===== src/rtl/updtx_pkg.sv =====
`timescale 1ns/1ps
package updtx_pkg;
  localparam int BURST_WORDS = 7;
  localparam int IDX_W = 3;

  localparam logic [5:0] C_P1X = 6'b111000;
  localparam logic [5:0] C_P2X = 6'b111001;
  localparam logic [5:0] C_PW  = 6'b110010;
  localparam logic [5:0] C_PH  = 6'b110011;
  localparam logic [5:0] C_BW  = 6'b101010;
  localparam logic [5:0] C_BH  = 6'b101011;
  localparam logic [5:0] C_SC  = 6'b100100;

  typedef enum logic [1:0] {S_IDLE, S_CLEAR, S_LOW, S_FULL} phase_t;

  typedef struct packed {
    logic             latchReq;
    logic             latchScore;
    logic             burstSel;
    logic [IDX_W-1:0] wordIdx;
    logic             drvClear;
    logic             drvLow;
    logic             drvFull;
  } strobe_t;

  function automatic logic [5:0] burstCode(input logic [IDX_W-1:0] idx);
    case (idx)
      3'd0:    burstCode = C_P1X;
      3'd1:    burstCode = C_P2X;
      3'd2:    burstCode = C_PW;
      3'd3:    burstCode = C_PH;
      3'd4:    burstCode = C_BW;
      3'd5:    burstCode = C_BH;
      default: burstCode = C_SC;
    endcase
  endfunction
endpackage


===== src/rtl/updtx_ctrl.sv =====
`timescale 1ns/1ps
module updtx_ctrl
  import updtx_pkg::*;
#(
  parameter int HOLD_W = 4
) (
  input  logic              clk,
  input  logic              rst,
  input  logic              reqValid,
  input  logic              scoreReq,
  input  logic [HOLD_W-1:0] holdLen,
  output strobe_t           st,
  output logic              busy,
  output logic              done
);
  localparam logic [IDX_W-1:0] LAST_IDX = IDX_W'(BURST_WORDS - 1);

  phase_t            state;
  logic [HOLD_W-1:0] cnt;
  logic [HOLD_W-1:0] lenReg;
  logic [IDX_W-1:0]  idx;
  logic              burst;
  logic              doneR;

  logic [HOLD_W-1:0] lenEff;
  logic              accept;
  logic              adv;
  logic              more;

  assign lenEff = (holdLen == '0) ? HOLD_W'(1) : holdLen;
  assign accept = (state == S_IDLE) && (reqValid || scoreReq);
  assign adv    = (state != S_IDLE) && (cnt >= lenReg);
  assign more   = burst && (idx != LAST_IDX);

  always_ff @(posedge clk) begin
    if (rst) begin
      state  <= S_IDLE;
      cnt    <= '0;
      lenReg <= HOLD_W'(1);
      idx    <= '0;
      burst  <= 1'b0;
      doneR  <= 1'b0;
    end else begin
      doneR <= 1'b0;
      if (state == S_IDLE) begin
        if (accept) begin
          state  <= S_CLEAR;
          burst  <= scoreReq;
          idx    <= '0;
          lenReg <= lenEff;
          cnt    <= HOLD_W'(1);
        end
      end else if (adv) begin
        cnt <= HOLD_W'(1);
        case (state)
          S_CLEAR: state <= S_LOW;
          S_LOW:   state <= S_FULL;
          default: begin
            if (more) begin
              idx   <= idx + 1'b1;
              state <= S_CLEAR;
            end else begin
              state <= S_IDLE;
              doneR <= 1'b1;
            end
          end
        endcase
      end else begin
        cnt <= cnt + 1'b1;
      end
    end
  end

  always_comb begin
    st            = '0;
    st.latchReq   = accept && !scoreReq;
    st.latchScore = accept && scoreReq;
    st.burstSel   = burst;
    st.wordIdx    = idx;
    st.drvClear   = accept || (adv && (state == S_FULL) && more);
    st.drvLow     = adv && (state == S_CLEAR);
    st.drvFull    = adv && (state == S_LOW);
  end

  assign busy = (state != S_IDLE);
  assign done = doneR;
endmodule


===== src/rtl/updtx_dp.sv =====
`timescale 1ns/1ps
module updtx_dp
  import updtx_pkg::*;
#(
  parameter int CODE_W = 6,
  parameter int VAL_W  = 10,
  parameter int LOW_W  = 8,
  parameter int P1X    = 0,
  parameter int P2X    = 635,
  parameter int PADW   = 5,
  parameter int PADH   = 100,
  parameter int BALLW  = 16,
  parameter int BALLH  = 16
) (
  input  logic                    clk,
  input  logic                    rst,
  input  strobe_t                 st,
  input  logic [CODE_W-1:0]       reqCode,
  input  logic [VAL_W-1:0]        reqValue,
  input  logic [VAL_W-1:0]        scoreValue,
  output logic [CODE_W+VAL_W-1:0] busOut
);
  localparam int BUS_W = CODE_W + VAL_W;
  localparam int HI_W  = BUS_W - LOW_W;

  logic [CODE_W-1:0] oneCode;
  logic [VAL_W-1:0]  oneVal;
  logic [VAL_W-1:0]  scoreReg;
  logic [CODE_W-1:0] selCode;
  logic [VAL_W-1:0]  selVal;
  logic [BUS_W-1:0]  busReg;

  always_comb begin
    if (st.burstSel) begin
      selCode = CODE_W'(burstCode(st.wordIdx));
      case (st.wordIdx)
        3'd0:    selVal = VAL_W'(P1X);
        3'd1:    selVal = VAL_W'(P2X);
        3'd2:    selVal = VAL_W'(PADW);
        3'd3:    selVal = VAL_W'(PADH);
        3'd4:    selVal = VAL_W'(BALLW);
        3'd5:    selVal = VAL_W'(BALLH);
        default: selVal = scoreReg;
      endcase
    end else begin
      selCode = oneCode;
      selVal  = oneVal;
    end
  end

  always_ff @(posedge clk) begin
    if (rst) begin
      oneCode  <= '0;
      oneVal   <= '0;
      scoreReg <= '0;
      busReg   <= '0;
    end else begin
      if (st.latchReq) begin
        oneCode <= reqCode;
        oneVal  <= reqValue;
      end
      if (st.latchScore) scoreReg <= scoreValue;
      if (st.drvClear)     busReg <= {{HI_W{1'b0}}, busReg[LOW_W-1:0]};
      else if (st.drvLow)  busReg <= {{HI_W{1'b0}}, selVal[LOW_W-1:0]};
      else if (st.drvFull) busReg <= {selCode, selVal};
    end
  end

  assign busOut = busReg;
endmodule


===== src/rtl/updtx_top.sv =====
`timescale 1ns/1ps
module updtx_top
  import updtx_pkg::*;
#(
  parameter int CODE_W = 6,
  parameter int VAL_W  = 10,
  parameter int HOLD_W = 4,
  parameter int P1X    = 0,
  parameter int P2X    = 635,
  parameter int PADW   = 5,
  parameter int PADH   = 100,
  parameter int BALLW  = 16,
  parameter int BALLH  = 16
) (
  input  logic                    clk,
  input  logic                    rst,
  input  logic                    reqValid,
  input  logic [CODE_W-1:0]       reqCode,
  input  logic [VAL_W-1:0]        reqValue,
  input  logic                    scoreReq,
  input  logic [VAL_W-1:0]        scoreValue,
  input  logic [HOLD_W-1:0]       holdLen,
  output logic                    busy,
  output logic                    done,
  output logic [CODE_W+VAL_W-1:0] busOut
);
  strobe_t st;

  updtx_ctrl #(.HOLD_W(HOLD_W)) u_ctrl (
    .clk(clk), .rst(rst), .reqValid(reqValid), .scoreReq(scoreReq),
    .holdLen(holdLen), .st(st), .busy(busy), .done(done)
  );

  updtx_dp #(
    .CODE_W(CODE_W), .VAL_W(VAL_W), .LOW_W(8), .P1X(P1X), .P2X(P2X),
    .PADW(PADW), .PADH(PADH), .BALLW(BALLW), .BALLH(BALLH)
  ) u_dp (
    .clk(clk), .rst(rst), .st(st), .reqCode(reqCode), .reqValue(reqValue),
    .scoreValue(scoreValue), .busOut(busOut)
  );
endmodule


===== config.mk =====
export PLATFORM = sky130hd
export DESIGN_NAME = updtx_top
export DESIGN_NICKNAME = d
export VERILOG_FILES = /design/src/rtl/updtx_pkg.sv /design/src/rtl/updtx_ctrl.sv /design/src/rtl/updtx_dp.sv /design/src/rtl/updtx_top.sv
export SDC_FILE = /design/constraint.sdc
export NUM_CORES = 1
export LEC_CHECK = 0
export ABC_CLOCK_PERIOD_IN_PS = 5400
export BUFFER_PORTS_ARGS = -buffer_cell sky130_fd_sc_hd__buf_4
export CAP_MARGIN = 20
export CORE_UTILIZATION = 45
export DETAILED_ROUTE_END_ITERATION = 8
export HOLD_SLACK_MARGIN = 0.08
export PLACE_DENSITY_LB_ADDON = 0.08
export SYNTH_ARGS = -nofsm -noshare
export SYNTH_HDL_FRONTEND = slang
export SYNTH_HIERARCHICAL = 1
export SYNTH_SLANG_ARGS = --single-unit
export TNS_END_PERCENT = 100

===== constraint.sdc =====
create_clock -name clk -period 5.4 [get_ports clk]
set_clock_uncertainty 0.15 [all_clocks]
set_input_delay 1.35 -clock clk [delete_from_list [all_inputs] [get_ports clk]]
set_output_delay 1.35 -clock clk [all_outputs]
set_load 0.1 [all_outputs]

==> summary.md <==
| Metric | Value |
|---|---|
| Top-level port count | 52 |
| Share of layout cells above drive strength 1 | 21.7% |
| Startpoint of the most critical register-to-register path | u_ctrl/cnt[0]$_SDFFE_PP0P_ |
| WL met3 | 223 um |
| Routed wire length | between 5000 and 6000 um |
| Portion of the post-synthesis area used by sequential elements | a little over two fifths |
| Largest fanout of any net on the critical path | 18 |
| Type of destination of the critical path | flip-flop |
| Global-route congestion overflow total | 0 |
| Detailed route wirelength on metal2 | 2880 um |
| Count of antenna-violating nets left after detailed routing | 0 |
| Uppermost layer routed | met4 |
| First-iteration detailed-routing DRC count | 123 |
| CTS tree | built |
| Site row count | 27 |
| Number of buffers created by CTS | 9 |
| Antenna violations before repair | 0 |
| Actual slew at the worst max-slew pin | 0.939 ns |
| Number of flops mapped to enable cells by yosys | 0 |
| Library cell used as clock root buffer | clkbuf_8 |
| Total half-perimeter wirelength after legalization and detailed placement | 3940 um |
| Worst reg-to-reg path cell count | 9 |
| Average instance area after synthesis | 9.10 um2 |
| Worst Min Path Start | u_dp/busOut[6]$_SDFFE_PP0P_ |
| H-Tree Level Count | 3 |
| Maximum count of clock buffers along a single path | 2 |
| Hold-fix buffer count after cts | 0 |
| Vias per cell | 5.34 |
| Setup repair after global routing missed its margin | false |
| Seq cells post-synth | between 50 and 60 |
| Number of stages on the worst hold path | 2 |
| Via count | 2206 |
| Outcome | completed |
| Share of the core filled with cells | 57.8% |
| Hold endpoint | u_dp/busOut[6]$_SDFFE_PP0P_ |
| Worst Hold Class | reg2reg |
| Starting density of the core | approximately 48% |
| Post-cts resize count | 0 |
| Total of warnings raised by yosys | 6 |
| Final Critical Period | 3.35 ns |
| Clock latency on the worst-skew pair | 0.32 ns |
| Number of detailed-route iterations in the first pass | 4 |
| Via count of the first global-routing pass | 2075 |
| Pin count of the biggest net entering global routing | 57 |
| Maximum vdd drop | 0.299 mV |
| Max-capacitance violation count | 0 |
| Detailed-route DRC error count | 0 |
| Most common cell after layout, fill and taps aside | dfxtp_1 |
| Leading cell types in the layout, fill and taps excluded | 57 x dfxtp_1, 53 x nor2_1, 52 x buf_4 |
| Routed length on met1 | ~2800 um |
| Dominant register cell in the synthesized netlist | dfxtp_1 |
| Final-report max-slew violation count | 0 |
| Die height | 79.0 um |
| Worst setup path category | reg2reg |
| Startpoint type of the worst setup path | flip-flop |
| Maximum achievable frequency | 298 MHz |
| Hold violation total from the final report | 0 |
| Sum Neg Setup Slack | 0 ns |
| Share of flip-flops with an asynchronous set or reset | 0% |
| Worst-path clk slew | 0.06 ns |
| Worst path arrival time | around 3.4 ns |
| Die span in x | 79.0 um |
| First-pass GRT wire length | 9890 um |
| Unique masters post-synth | 50 |
| Worst slew margin relative to its limit | a little under two fifths |
| R2R setup slack | 2.05 ns |
| Setup repair bufs after CTS | 0 |
| Post-Synthesis Net Count | between 300 and 400 |
| Power density over the cells | 457 nW/um2 |
| All-Layer GR Usage | 20.7% |
| CTS Sinks | 57 |
| Signed area change from the synthesized netlist to the final layout | 21.6% |
| Ant diodes | 0 |
| RD Place Congestion | 0.790 |
| Gate Count Post-Synth | 293 |
| Detailed-route wire length per cell | 14.5 um |
| Final worst-path cycle share | roughly 62% |
| Setup-violating endpoint count in the final report | 0 |
| Terminus of the critical flop-to-flop path | u_dp/busOut[2]$_SDFFE_PP0P_ |
| Data required time of the worst path | 5.49 ns |
| Leakage power figure | 1.33 nW |
| Number of port buffers | 51 |
| Die area | 6230 um2 |
| Placeable core region | 5610 um2 |
| Net count reported at finish | 382 |
| Post-synthesis cell area | about 2700 um2 |
cell families after synthesis:
family | synth area share, %
simple gates | 18.5
compound gates | 16.1
flops | 42.8
mux | 12.0
buf+inv | 4.79
fa+ha+maj | 5.16
xor+xnor | 0.657
layer usage:
| layer | vias to the layer above | GRT usage (%) |
|---|---|---|
| met5 | - | 0 |
| met4 | 0 | 5.45 |
| met3 | 4 | 6.44 |
| met2 | 36 | 34.6 |
| met1 | 1057 | 25.8 |
| li1 | 1109 | - |
cells in the mapped netlist, drive strengths merged, types with 3 or more instances:
library cell,instances,area share (%)
a211oi,8,2.3
a21oi,15,2.8
a311o,5,1.9
and2,6,1.4
buf,11,2.1
clkbuf,8,1.1
dfxtp,57,43
ha,11,5.2
inv,11,1.5
mux2i,32,12
nand2,11,1.5
nand2b,8,2.2
nand3,9,1.7
nor2,54,7.6
nor3,3,0.56
o211ai,4,1.1
o21ai,5,1.1
flip-flops by register name, indices dropped and copies added (netlist names):
signal         cells
u_ctrl/burst       1
u_ctrl/lenReg      4
u_dp/busOut       16
u_ctrl/done        1
u_dp/oneVal       10
u_ctrl/cnt         4
u_ctrl/state       2
u_ctrl/idx         3
u_dp/scoreReg     10
u_dp/oneCode       6
area by class of cell:
cell class,count,area (um2)
fillers,544,2370
multi-input cells,206,1400
flip-flops and latches,57,1140
repair buffers,52,390
clock buffers,12,165
well taps,72,90.1
inverters,11,41.3
clock inverters,3,15.0
where the power goes:
group | internal [W] | total (W) | switching [W]
clock | 0.000199 | 0.000356 | 0.000157
combinational | 0.000214 | 0.000593 | 0.000379
sequential | 0.000483 | 0.000534 | 0.0000517
stage by stage:
| step | instance area (um2) | hold slack [ns] | power, W | cells | setup WS [ns] |
|---|---|---|---|---|---|
| after floorplan | 2670 | 0.290 | 0.00101 | 293 | 2.50 |
| after global placement | 3060 | 0.304 | 0.00113 | 398 | 2.00 |
| after detailed placement | 3060 | 0.308 | 0.00113 | 398 | 1.97 |
| after CTS | 3240 | 0.316 | 0.00150 | 413 | 2.02 |
| after global routing | 3240 | 0.343 | 0.00158 | 413 | 1.77 |
| final | 3240 | 0.312 | 0.00148 | 413 | 2.05 |
worst max-delay path by stage:
stage	start	end	slack (ns)	cells past startpoint
after floorplan	scoreReq	u_dp/busOut[3]$_SDFFE_PP0P_	2.50	6
after global placement	scoreReq	u_dp/busOut[5]$_SDFFE_PP0P_	2.00	6
after detailed placement	scoreReq	u_dp/busOut[6]$_SDFFE_PP0P_	1.97	6
after CTS	u_ctrl/cnt[0]$_SDFFE_PP0P_	u_dp/busOut[5]$_SDFFE_PP0P_	2.02	9
after global routing	u_ctrl/cnt[0]$_SDFFE_PP0P_	u_dp/busOut[2]$_SDFFE_PP0P_	1.77	9
final	u_ctrl/cnt[0]$_SDFFE_PP0P_	u_dp/busOut[2]$_SDFFE_PP0P_	2.05	9
worst max-delay path, cell delays in order (launching register included):
cell and delay [ns]:
dfxtp_1 0.36, inv_1 0.08, ha_1 0.30, nand2b_4 0.15, a2111oi_4 0.46, nor3_1 0.19
and2_1 0.40, o21bai_1 0.83, a21oi_1 0.09, a211oi_1 0.25
(Power assumes the default switching activity.)
